### src/rtl/ebs_pkg.sv
package ebs_pkg;
  localparam int DW = 16;

  typedef enum logic [2:0] {
    PH_IDLE,
    PH_GAP,
    PH_T1,
    PH_WAIT,
    PH_T2,
    PH_TB,
    PH_T3,
    PH_HOLD
  } phase_t;
endpackage

### src/rtl/ebs_phase_fsm.sv
module ebs_phase_fsm
  import ebs_pkg::*;
#(
  parameter int WW = 3,
  parameter int HW = 2
) (
  input  logic          clk,
  input  logic          rst_n,
  input  logic          start,
  input  logic          gap,
  input  logic          burst,
  input  logic [WW-1:0] cfg_waits,
  input  logic [HW-1:0] cfg_hold,
  output phase_t        phase,
  output logic          done
);
  localparam int CW = (WW > HW) ? WW : HW;

  logic [CW-1:0] cnt;
  phase_t        after_done;

  assign done = (phase == PH_T3 && cfg_hold == '0) ||
                (phase == PH_HOLD && cnt == '0);
  assign after_done = start ? (gap ? PH_GAP : PH_T1) : PH_IDLE;

  always_ff @(posedge clk or negedge rst_n) begin
    if (!rst_n) begin
      phase <= PH_IDLE;
      cnt   <= '0;
    end else begin
      case (phase)
        PH_IDLE: if (start) phase <= gap ? PH_GAP : PH_T1;
        PH_GAP:  phase <= PH_T1;
        PH_T1: begin
          if (cfg_waits != '0) begin
            phase <= PH_WAIT;
            cnt   <= CW'(cfg_waits) - CW'(1);
          end else begin
            phase <= PH_T2;
          end
        end
        PH_WAIT: begin
          if (cnt == '0) phase <= PH_T2;
          else           cnt   <= cnt - CW'(1);
        end
        PH_T2:   phase <= burst ? PH_TB : PH_T3;
        PH_TB:   phase <= PH_T3;
        PH_T3: begin
          if (cfg_hold != '0) begin
            phase <= PH_HOLD;
            cnt   <= CW'(cfg_hold) - CW'(1);
          end else begin
            phase <= after_done;
          end
        end
        PH_HOLD: begin
          if (cnt == '0) phase <= after_done;
          else           cnt   <= cnt - CW'(1);
        end
        default: phase <= PH_IDLE;
      endcase
    end
  end

  AST_T2_ORDER: assert property (@(posedge clk) disable iff (!rst_n)
    (phase == PH_T2) |-> ($past(phase) == PH_T1 || $past(phase) == PH_WAIT));
  AST_T3_ORDER: assert property (@(posedge clk) disable iff (!rst_n)
    (phase == PH_T3) |-> ($past(phase) == PH_T2 || $past(phase) == PH_TB));
  AST_HOLD_AFTER_T3: assert property (@(posedge clk) disable iff (!rst_n)
    (phase == PH_HOLD && $past(phase) != PH_HOLD) |-> $past(phase) == PH_T3);
endmodule

### src/rtl/ebs_lane.sv
module ebs_lane
  import ebs_pkg::*;
(
  input  logic          bus16,
  input  logic          word,
  input  logic          odd,
  input  logic          hi_part,
  input  logic [DW-1:0] wdata,
  input  logic [DW-1:0] din,
  output logic [1:0]    lane_en,
  output logic [DW-1:0] dout,
  output logic [7:0]    rd_byte
);
  always_comb begin
    if (!bus16) begin
      lane_en = 2'b01;
      dout    = {8'h00, hi_part ? wdata[15:8] : wdata[7:0]};
      rd_byte = din[7:0];
    end else if (word) begin
      lane_en = 2'b11;
      dout    = wdata;
      rd_byte = din[7:0];
    end else if (odd) begin
      lane_en = 2'b10;
      dout    = {wdata[7:0], 8'h00};
      rd_byte = din[15:8];
    end else begin
      lane_en = 2'b01;
      dout    = {8'h00, wdata[7:0]};
      rd_byte = din[7:0];
    end
  end
endmodule

### src/rtl/ext_bus_seq.sv
module ext_bus_seq
  import ebs_pkg::*;
#(
  parameter int AW = 16,
  parameter int WW = 3,
  parameter int HW = 2
) (
  input  logic          clk,
  input  logic          rst_n,
  input  logic          req_valid,
  output logic          req_ready,
  input  logic          req_write,
  input  logic          req_word,
  input  logic [AW-1:0] req_addr,
  input  logic [15:0]   req_wdata,
  output logic          rsp_valid,
  output logic [15:0]   rsp_rdata,
  input  logic          cfg_bus16,
  input  logic          cfg_burst,
  input  logic          cfg_early_wr,
  input  logic [WW-1:0] cfg_waits,
  input  logic [HW-1:0] cfg_hold,
  output logic [AW-1:0] bus_addr,
  output logic [15:0]   bus_dout,
  output logic          bus_doe,
  input  logic [15:0]   bus_din,
  output logic          bus_rd_n,
  output logic [1:0]    bus_wr_n,
  output logic          bus_cs_n
);
  phase_t        phase;
  logic          done, start, gap, accept, more;
  logic [AW-1:0] c_addr, sub_addr;
  logic          c_wr, c_word, c_split, c_burst, part, last_ew;
  logic [15:0]   c_wdata, rdata_q;
  logic          cs_act, wr_win, hi_sel, on_bus;
  logic [1:0]    lane_en;
  logic [7:0]    rd_byte;

  assign req_ready = (phase == PH_IDLE);
  assign accept    = req_valid && req_ready;
  assign more      = c_split && !part;
  assign start     = accept || (done && more);
  assign gap       = accept && !req_write && last_ew;

  ebs_phase_fsm #(.WW(WW), .HW(HW)) u_phase (
    .clk(clk), .rst_n(rst_n), .start(start), .gap(gap), .burst(c_burst),
    .cfg_waits(cfg_waits), .cfg_hold(cfg_hold), .phase(phase), .done(done)
  );

  always_ff @(posedge clk or negedge rst_n) begin
    if (!rst_n) begin
      c_addr <= '0; c_wr <= 1'b0; c_word <= 1'b0; c_wdata <= '0;
      c_split <= 1'b0; c_burst <= 1'b0; part <= 1'b0;
      rdata_q <= '0; rsp_valid <= 1'b0; last_ew <= 1'b0;
    end else begin
      rsp_valid <= done && !more;
      if (done)                   last_ew <= c_wr && cfg_early_wr;
      else if (phase == PH_IDLE)  last_ew <= 1'b0;
      if (accept) begin
        c_addr  <= req_addr;
        c_wr    <= req_write;
        c_word  <= req_word;
        c_wdata <= req_wdata;
        c_split <= req_word && !cfg_bus16 && (req_write || !cfg_burst);
        c_burst <= req_word && !cfg_bus16 && !req_write && cfg_burst;
        part    <= 1'b0;
        rdata_q <= '0;
      end else begin
        if (done && more) part <= 1'b1;
        if (!c_wr && (phase == PH_T2 || phase == PH_TB)) begin
          if (cfg_bus16 && c_word) rdata_q <= bus_din;
          else if (c_word && hi_sel) rdata_q[15:8] <= rd_byte;
          else if (c_word) rdata_q[7:0] <= rd_byte;
          else rdata_q <= {8'h00, rd_byte};
        end
      end
    end
  end

  assign hi_sel = part || (phase == PH_TB);
  always_comb begin
    sub_addr = c_addr;
    if (c_word) sub_addr[0] = hi_sel;
  end

  ebs_lane u_lane (
    .bus16(cfg_bus16), .word(c_word), .odd(sub_addr[0]), .hi_part(hi_sel),
    .wdata(c_wdata), .din(bus_din), .lane_en(lane_en), .dout(bus_dout),
    .rd_byte(rd_byte)
  );

  assign on_bus   = !(phase inside {PH_IDLE, PH_GAP});
  assign cs_act   = phase inside {PH_WAIT, PH_T2, PH_TB};
  assign wr_win   = cfg_early_wr ? (phase inside {PH_T1, PH_WAIT, PH_T2, PH_T3}) : cs_act;
  assign bus_addr = on_bus ? sub_addr : '0;
  assign bus_cs_n = !cs_act;
  assign bus_rd_n = !(cs_act && !c_wr);
  assign bus_wr_n = ~(lane_en & {2{wr_win && c_wr}});
  assign bus_doe  = c_wr && (phase inside {PH_WAIT, PH_T2, PH_T3, PH_HOLD});
  assign rsp_rdata = rdata_q;

  AST_ACK_PULSE: assert property (@(posedge clk) disable iff (!rst_n)
    rsp_valid |=> !rsp_valid);
  AST_CS_AFTER_T1: assert property (@(posedge clk) disable iff (!rst_n)
    $fell(bus_cs_n) |-> $past(phase) == PH_T1);
  AST_WR_NO_RD: assert property (@(posedge clk) disable iff (!rst_n)
    (bus_wr_n != 2'b11) |-> bus_rd_n);
  AST_DOE_RELEASE: assert property (@(posedge clk) disable iff (!rst_n)
    $fell(bus_doe) |-> ($past(phase) == PH_T3 || $past(phase) == PH_HOLD));
  AST_BUS8_WR1: assert property (@(posedge clk) disable iff (!rst_n)
    !cfg_bus16 |-> bus_wr_n[1]);
  AST_BURST_READ8: assert property (@(posedge clk) disable iff (!rst_n)
    (phase == PH_TB) |-> (!c_wr && c_word && !cfg_bus16));
  AST_GAP_AFTER_EW: assert property (@(posedge clk) disable iff (!rst_n)
    (phase == PH_GAP) |-> $past(last_ew));
endmodule

### config.mk
export PLATFORM = sky130hd
export DESIGN_NAME = ext_bus_seq
export DESIGN_NICKNAME = d
export VERILOG_FILES = /design/src/rtl/ebs_pkg.sv /design/src/rtl/ebs_phase_fsm.sv /design/src/rtl/ebs_lane.sv /design/src/rtl/ext_bus_seq.sv
export SDC_FILE = /design/constraint.sdc
export NUM_CORES = 1
export LEC_CHECK = 0
export BUFFER_PORTS_ARGS = -buffer_cell sky130_fd_sc_hd__buf_2
export CORE_ASPECT_RATIO = 0.6
export CORE_MARGIN = 2
export CORE_UTILIZATION = 50
export CTS_CLUSTER_DIAMETER = 80
export DETAILED_ROUTE_END_ITERATION = 6
export PLACE_DENSITY_LB_ADDON = 0.2
export SLEW_MARGIN = 20
export SYNTH_ARGS = -nofsm -noshare
export SYNTH_HDL_FRONTEND = slang
export SYNTH_HIERARCHICAL = 1
export SYNTH_SLANG_ARGS = --single-unit
### constraint.sdc
create_clock -name clk -period 2.9 [get_ports clk]
set_clock_uncertainty 0.05 [all_clocks]
set_input_delay 0.58 -clock clk [delete_from_list [all_inputs] [get_ports clk]]
set_output_delay 0.58 -clock clk [all_outputs]
set_load 0.02 [all_outputs]
* After elaboration in Yosys (flattened, before gate mapping) *
Cells that the tools add are included.

storage, ports and cells
  flip-flop bits (word level) = 61
  input port bits = 61
  output and inout bits = 55
  word-level logic and storage cells = 119

cells by class
  add/sub/neg operators = 3
  equal/unequal tests = 15
  muxes and demuxes = 36
  bitwise logic cells = 2
  reduce and logical (&&, ||, !) cells = 50

operator list
  operator                                               number
  two-way mux 16 bit                                     7
  two-way mux 8 bit                                      7
  two-way mux 3 bit                                      9
  case mux 3 bit (8 select lines)                        1
  logical AND 1 bit                                      19
  equality test 3 bit, second input constant             4
  two-way mux 2 bit                                      5
  inequality test 2 x 1 -> 1 bit, second input constant  5
  nonzero test 2 bit                                     5
  case mux 3 bit (3 select lines)                        1
  nonzero test 3 bit                                     3
  zero test 1 bit                                        8
  nonzero test 4 bit                                     2
  equality test 3 x 2 -> 1 bit, second input constant    2
  zero test 3 bit                                        2
  two-way mux 1 bit                                      6
  subtractor 3 x 1 -> 3 bit, second input constant       2
  logical OR 1 bit                                       5
  inequality test 4 x 2 -> 1 bit, second input constant  1
  AND reduction 2 bit                                    2
  AND reduction 4 bit                                    1
  equality test 3 x 1 -> 1 bit, second input constant    1
  inequality test 3 bit, second input constant           1
  AND reduction 3 bit                                    1
  6 further kinds                                        6

* Logic depth before layout (Yosys ltp) *
  word-level depth = 10
  mapped depth = 11
  depth with buffers taken out = 8

* Hierarchy *
The synthesis kept the hierarchy.

by module, submodules not included
  module         instances  cells each  area each (um2)  seq. area each (um2)
  ext_bus_seq    1          243         2,782.7          1,376.3
  ebs_lane       1          67          498.0            0.0
  ebs_phase_fsm  1          53          470.5            150.1

* Worst setup path after synthesis *
No wires, ideal clock.

  kind = flip-flop to output port
  start point = register u_phase.phase[0]
  end point = output port bus_dout[10]
  arrival time = 2.141 ns
  data required time = 2.270 ns
  slack = 0.129 ns
  cell stages (with the launch flop) = 9
  path buffers = 3
  cells stage by stage = dfrtp_1 -> clkbuf_1 -> and3b_1 -> clkbuf_1 -> nor2_1 -> a21oi_1 -> buf_2 -> nand3b_1 -> a21boi_0

between the ends
  longest elaborated chain between the ends = 6

RTL lines
  what                      RTL line             text
  start: declaration        ebs_phase_fsm.sv:14  output phase_t phase,
  start signal: assignment  ebs_phase_fsm.sv:32  PH_IDLE: if (start) phase <= gap ? PH_GAP : PH_T1;
  start signal: assignment  ebs_phase_fsm.sv:46  PH_T2: phase <= burst ? PH_TB : PH_T3;
  start signal: assignment  ebs_phase_fsm.sv:53  phase <= after_done;
  equality test 3 bit       ext_bus_seq.sv:81    assign hi_sel = part || (phase == PH_TB);
  logical OR 1 bit          ext_bus_seq.sv:81
  two-way mux 1 bit         ext_bus_seq.sv:84    if (c_word) sub_addr[0] = hi_sel;
  via sub_addr[0]           ext_bus_seq.sv:33    logic [AW-1:0] c_addr, sub_addr;
  two-way mux 16 bit        ebs_lane.sv:23       end else if (odd) begin
  two-way mux 16 bit        ebs_lane.sv:19       end else if (word) begin
  two-way mux 16 bit        ebs_lane.sv:15       if (!bus16) begin
  end: declaration          ext_bus_seq.sv:24    output logic [15:0] bus_dout,

The timed path passes the listed nets, and every way through them passes these cells.

* Worst setup path in the final report *
  start point = register u_phase.phase[1]
  end point = output port bus_dout[5]

The elaborated chain is that of the path after synthesis.

==> out/results.tsv <==
metric	value	unit
required	2.27	ns
num_vias	3236	
slowest_stage	dfrtp_1	
setup.worst_path.start	u_phase/phase[1]	
area_growth	26.4	%
rsz0062_at_grt	false	
arrival	2.08	ns
postSynthCellCount	363	
ys_ff_latch	61	
async_flop_share	100	%
crit_family	simple AND/OR/NAND/NOR gates	
syn_avg_cell_area	10.3	µm²
cts-hold-fix-buffers	0	
cpPeakStageDelay	0.37	ns
clk_latency	0.33	ns
drt_wl_total	9610	µm
slew_viol_final	0	
die_area	8230	µm²
irDropWorstVdd	605	µV
synthDistinctLibCells	54	
cp-start-kind	flip-flop	
drc	0	
cp-end-kind	primary output	
core_area	7270	µm²
cts_resized	0	
yosys_warnings	6	
antenna_cells	0	
min_period	2.71	ns
io_pins	116	
powerDensity	1220	nW/µm²
h-tree-depth	3	
grt_util_all_layers	24.3	%
worst-path-max-fanout	10	
drtAntennaViolNets	0	
first_iter_violations	276	
status	finished clean	
timing.rr.end	rsp_rdata[7]	
maxSlewHeadroom	47.2	%
nets	534	
dr.pass1.iters	5	
synth_nets	425	
hpwl	6680	µm
clock_path_buffers	2	
fmax	369	MHz
row_count	24	
drive_gt1_share	43.0	%
met3_usage	9.60	%
post_drt_wl_per_cell	16.5	µm
busiest_layer	met2	
path_common_cell	buf_4	
vias_per_cell	5.57	
r2r_slack	0.47	ns
grt_pass1_vias	3193	
fin_area	4740	µm²
synthesis.area	3750	µm²
cts_buffers	9	
r2r.worst_path.cells	9	
synth-main-ff-cell	dfrtp_1	
p_leak	2.21	nW
grt_max_degree	62	
hold_violations	0	
grtUsageMet2	36.7	%
fp.dieW	116	µm
cts_tree	done	
grt_pass1_wl	15400	µm
r2r-start	u_phase/phase[1]	
hp-class	input pin to asynchronous set/reset pin	
grt_use_met1	32.9	%
worstPathCellList	and3b_2 -> nor2_2 -> a21oi_1 -> buf_4 -> nor2b_1 -> buf_4 -> o22ai_1 -> buf_2	
dpl-instance-area	4410	µm²
path_class	flip-flop to primary output	
io_buffer_count	115	
grt-ovfl-total	0	
cts-root-buf	clkbuf_16	
post-cts-setup-buffer-count	0	
fin_crit_sh	93.5	%
yosysSeqAreaShare	40.7	%
setup_violations	0	
fin_cells	581	
layout_setup_ws	0.190	ns
place_ws	0.341	ns
synth_enable_flop_cells	0	
maxCapViolations	0	
die_h	71.1	µm
setup_tns	0	ns
path_buf_inv	3	
dpl.cell_count	565	
gp_congestion	0.838	
clk_pin_slew	0.05	ns
start_util	51.6	%
cts_sinks	61	
worst_pin_slew	0.793	ns
antenna_found_initial	0	
==> metal layers <==
metal | wire, µm | share of wire, %
met3 | 811 | 8.4
met4 | 76 | 0.79
met5 | 0 | 0
met1 | 4570 | 48
met2 | 4150 | 43
==> cell type report <==
cell class,count,area (µm²)
clock buffers,9,225
clock inverters,7,98.8
fillers,608,2530
inverters,12,45.0
multi-input cells,255,2000
flip-flops and latches,61,1530
well taps,104,130
repair buffers,133,711
==> flip-flops by register name (all words and copies together) (netlist names), 3 cells and up <==
name and cells:
u_phase/cnt 3, u_phase/phase 3, rsp_rdata 16, c_wdata 16
c_addr 16
==> Yosys cell counts (all sizes together), types with 2 or more instances <==
cell type,number,area (µm²)
a2111oi,9,78.8
a211oi,16,120
a21boi,18,135
a21oi,10,50.1
a22o,2,17.5
a22oi,2,15.0
a311oi,7,61.3
a32oi,2,17.5
and2,2,12.5
and3,8,50.1
buf,18,115
clkbuf,17,63.8
dfrtp,61,1530
inv,12,45.0
mux2,47,578
mux2i,9,90.1
nand2,24,90.1
nand2b,3,18.8
nand3,4,20.0
nand3b,9,67.6
nor2,9,36.3
nor2b,19,119
nor3,2,10.0
nor3b,2,15.0
nor4,2,12.5
o211ai,7,52.6
o21ai,7,35.0
o22ai,10,62.6
o31ai,2,15.0
or2,2,12.5
or4b,3,33.8
==> how the worst max path moves through the flow <==
| stage | end | depth (start not counted) | slack [ns] |
|---|---|---|---|
| detailed placement | rsp_rdata[2] | 9 | 0.34 |
| global route | bus_dout[2] | 8 | 0.008 |
| finish | bus_dout[5] | 8 | 0.19 |
| global placement | bus_dout[4] | 8 | 0.47 |
| CTS | bus_dout[2] | 8 | 0.08 |
| floorplan | bus_dout[10] | 8 | 0.13 |
==> report_power, final <==
group / leakage [nW] / total, mW / switching, mW / internal, mW
registers: 0.741 / 1.55 / 0.278 / 1.28
clock network: 0.156 / 1.16 / 0.409 / 0.755
logic: 1.32 / 3.09 / 1.77 / 1.32
==> metrics by stage <==
step	hold slack (ns)	total power [mW]	util [%]
4_1_cts	0.394	5.83	65.2
3_5_place_dp	0.436	4.64	60.7
3_3_place_gp	0.429	4.56	60.7
6_report	0.359	5.80	65.2
2_1_floorplan	0.234	3.77	-
5_1_grt	0.410	6.20	65.2
==> cell families (layout without fill, tap and decap cells) <==
family                   count (synthesis)  in the layout  synth area share [%]
AO/OA/AOI/OAI                          103            103                  20.5
XOR/XNOR                                 1              1                 0.234
adder cells (fa/ha/maj)                  1              1                 0.334
buffers and inverters                   47            161                  5.97
flip-flops                              61             61                  40.7
multiplexers                            56             56                  17.8
AND/OR/NAND/NOR                         94             94                  14.5
==> cell usage in the layout (no fill, tap or decap), types with 3 or more instances in the layout <==
master     synthesis  layout
a21boi_0          18      18
mux2_2            32      32
nand3_1            4       4
o21ai_0            7       7
nand3b_1           9       9
a21oi_1           10      10
clkbuf_16          0       9
buf_2             14     115
nand2b_1           3       3
nor2b_1           19      19
mux2_4            13      13
mux2i_1            9       9
o22ai_1           10      10
inv_1             12      12
a2111oi_0          9       9
buf_4              0      18
a311oi_1           7       7
and3_1             8       8
a211oi_1          16      16
nand2_1           24      24
dfrtp_1           61      61
nor2_1             8       7
o211ai_1           7       7
(Power assumes the default switching activity.)
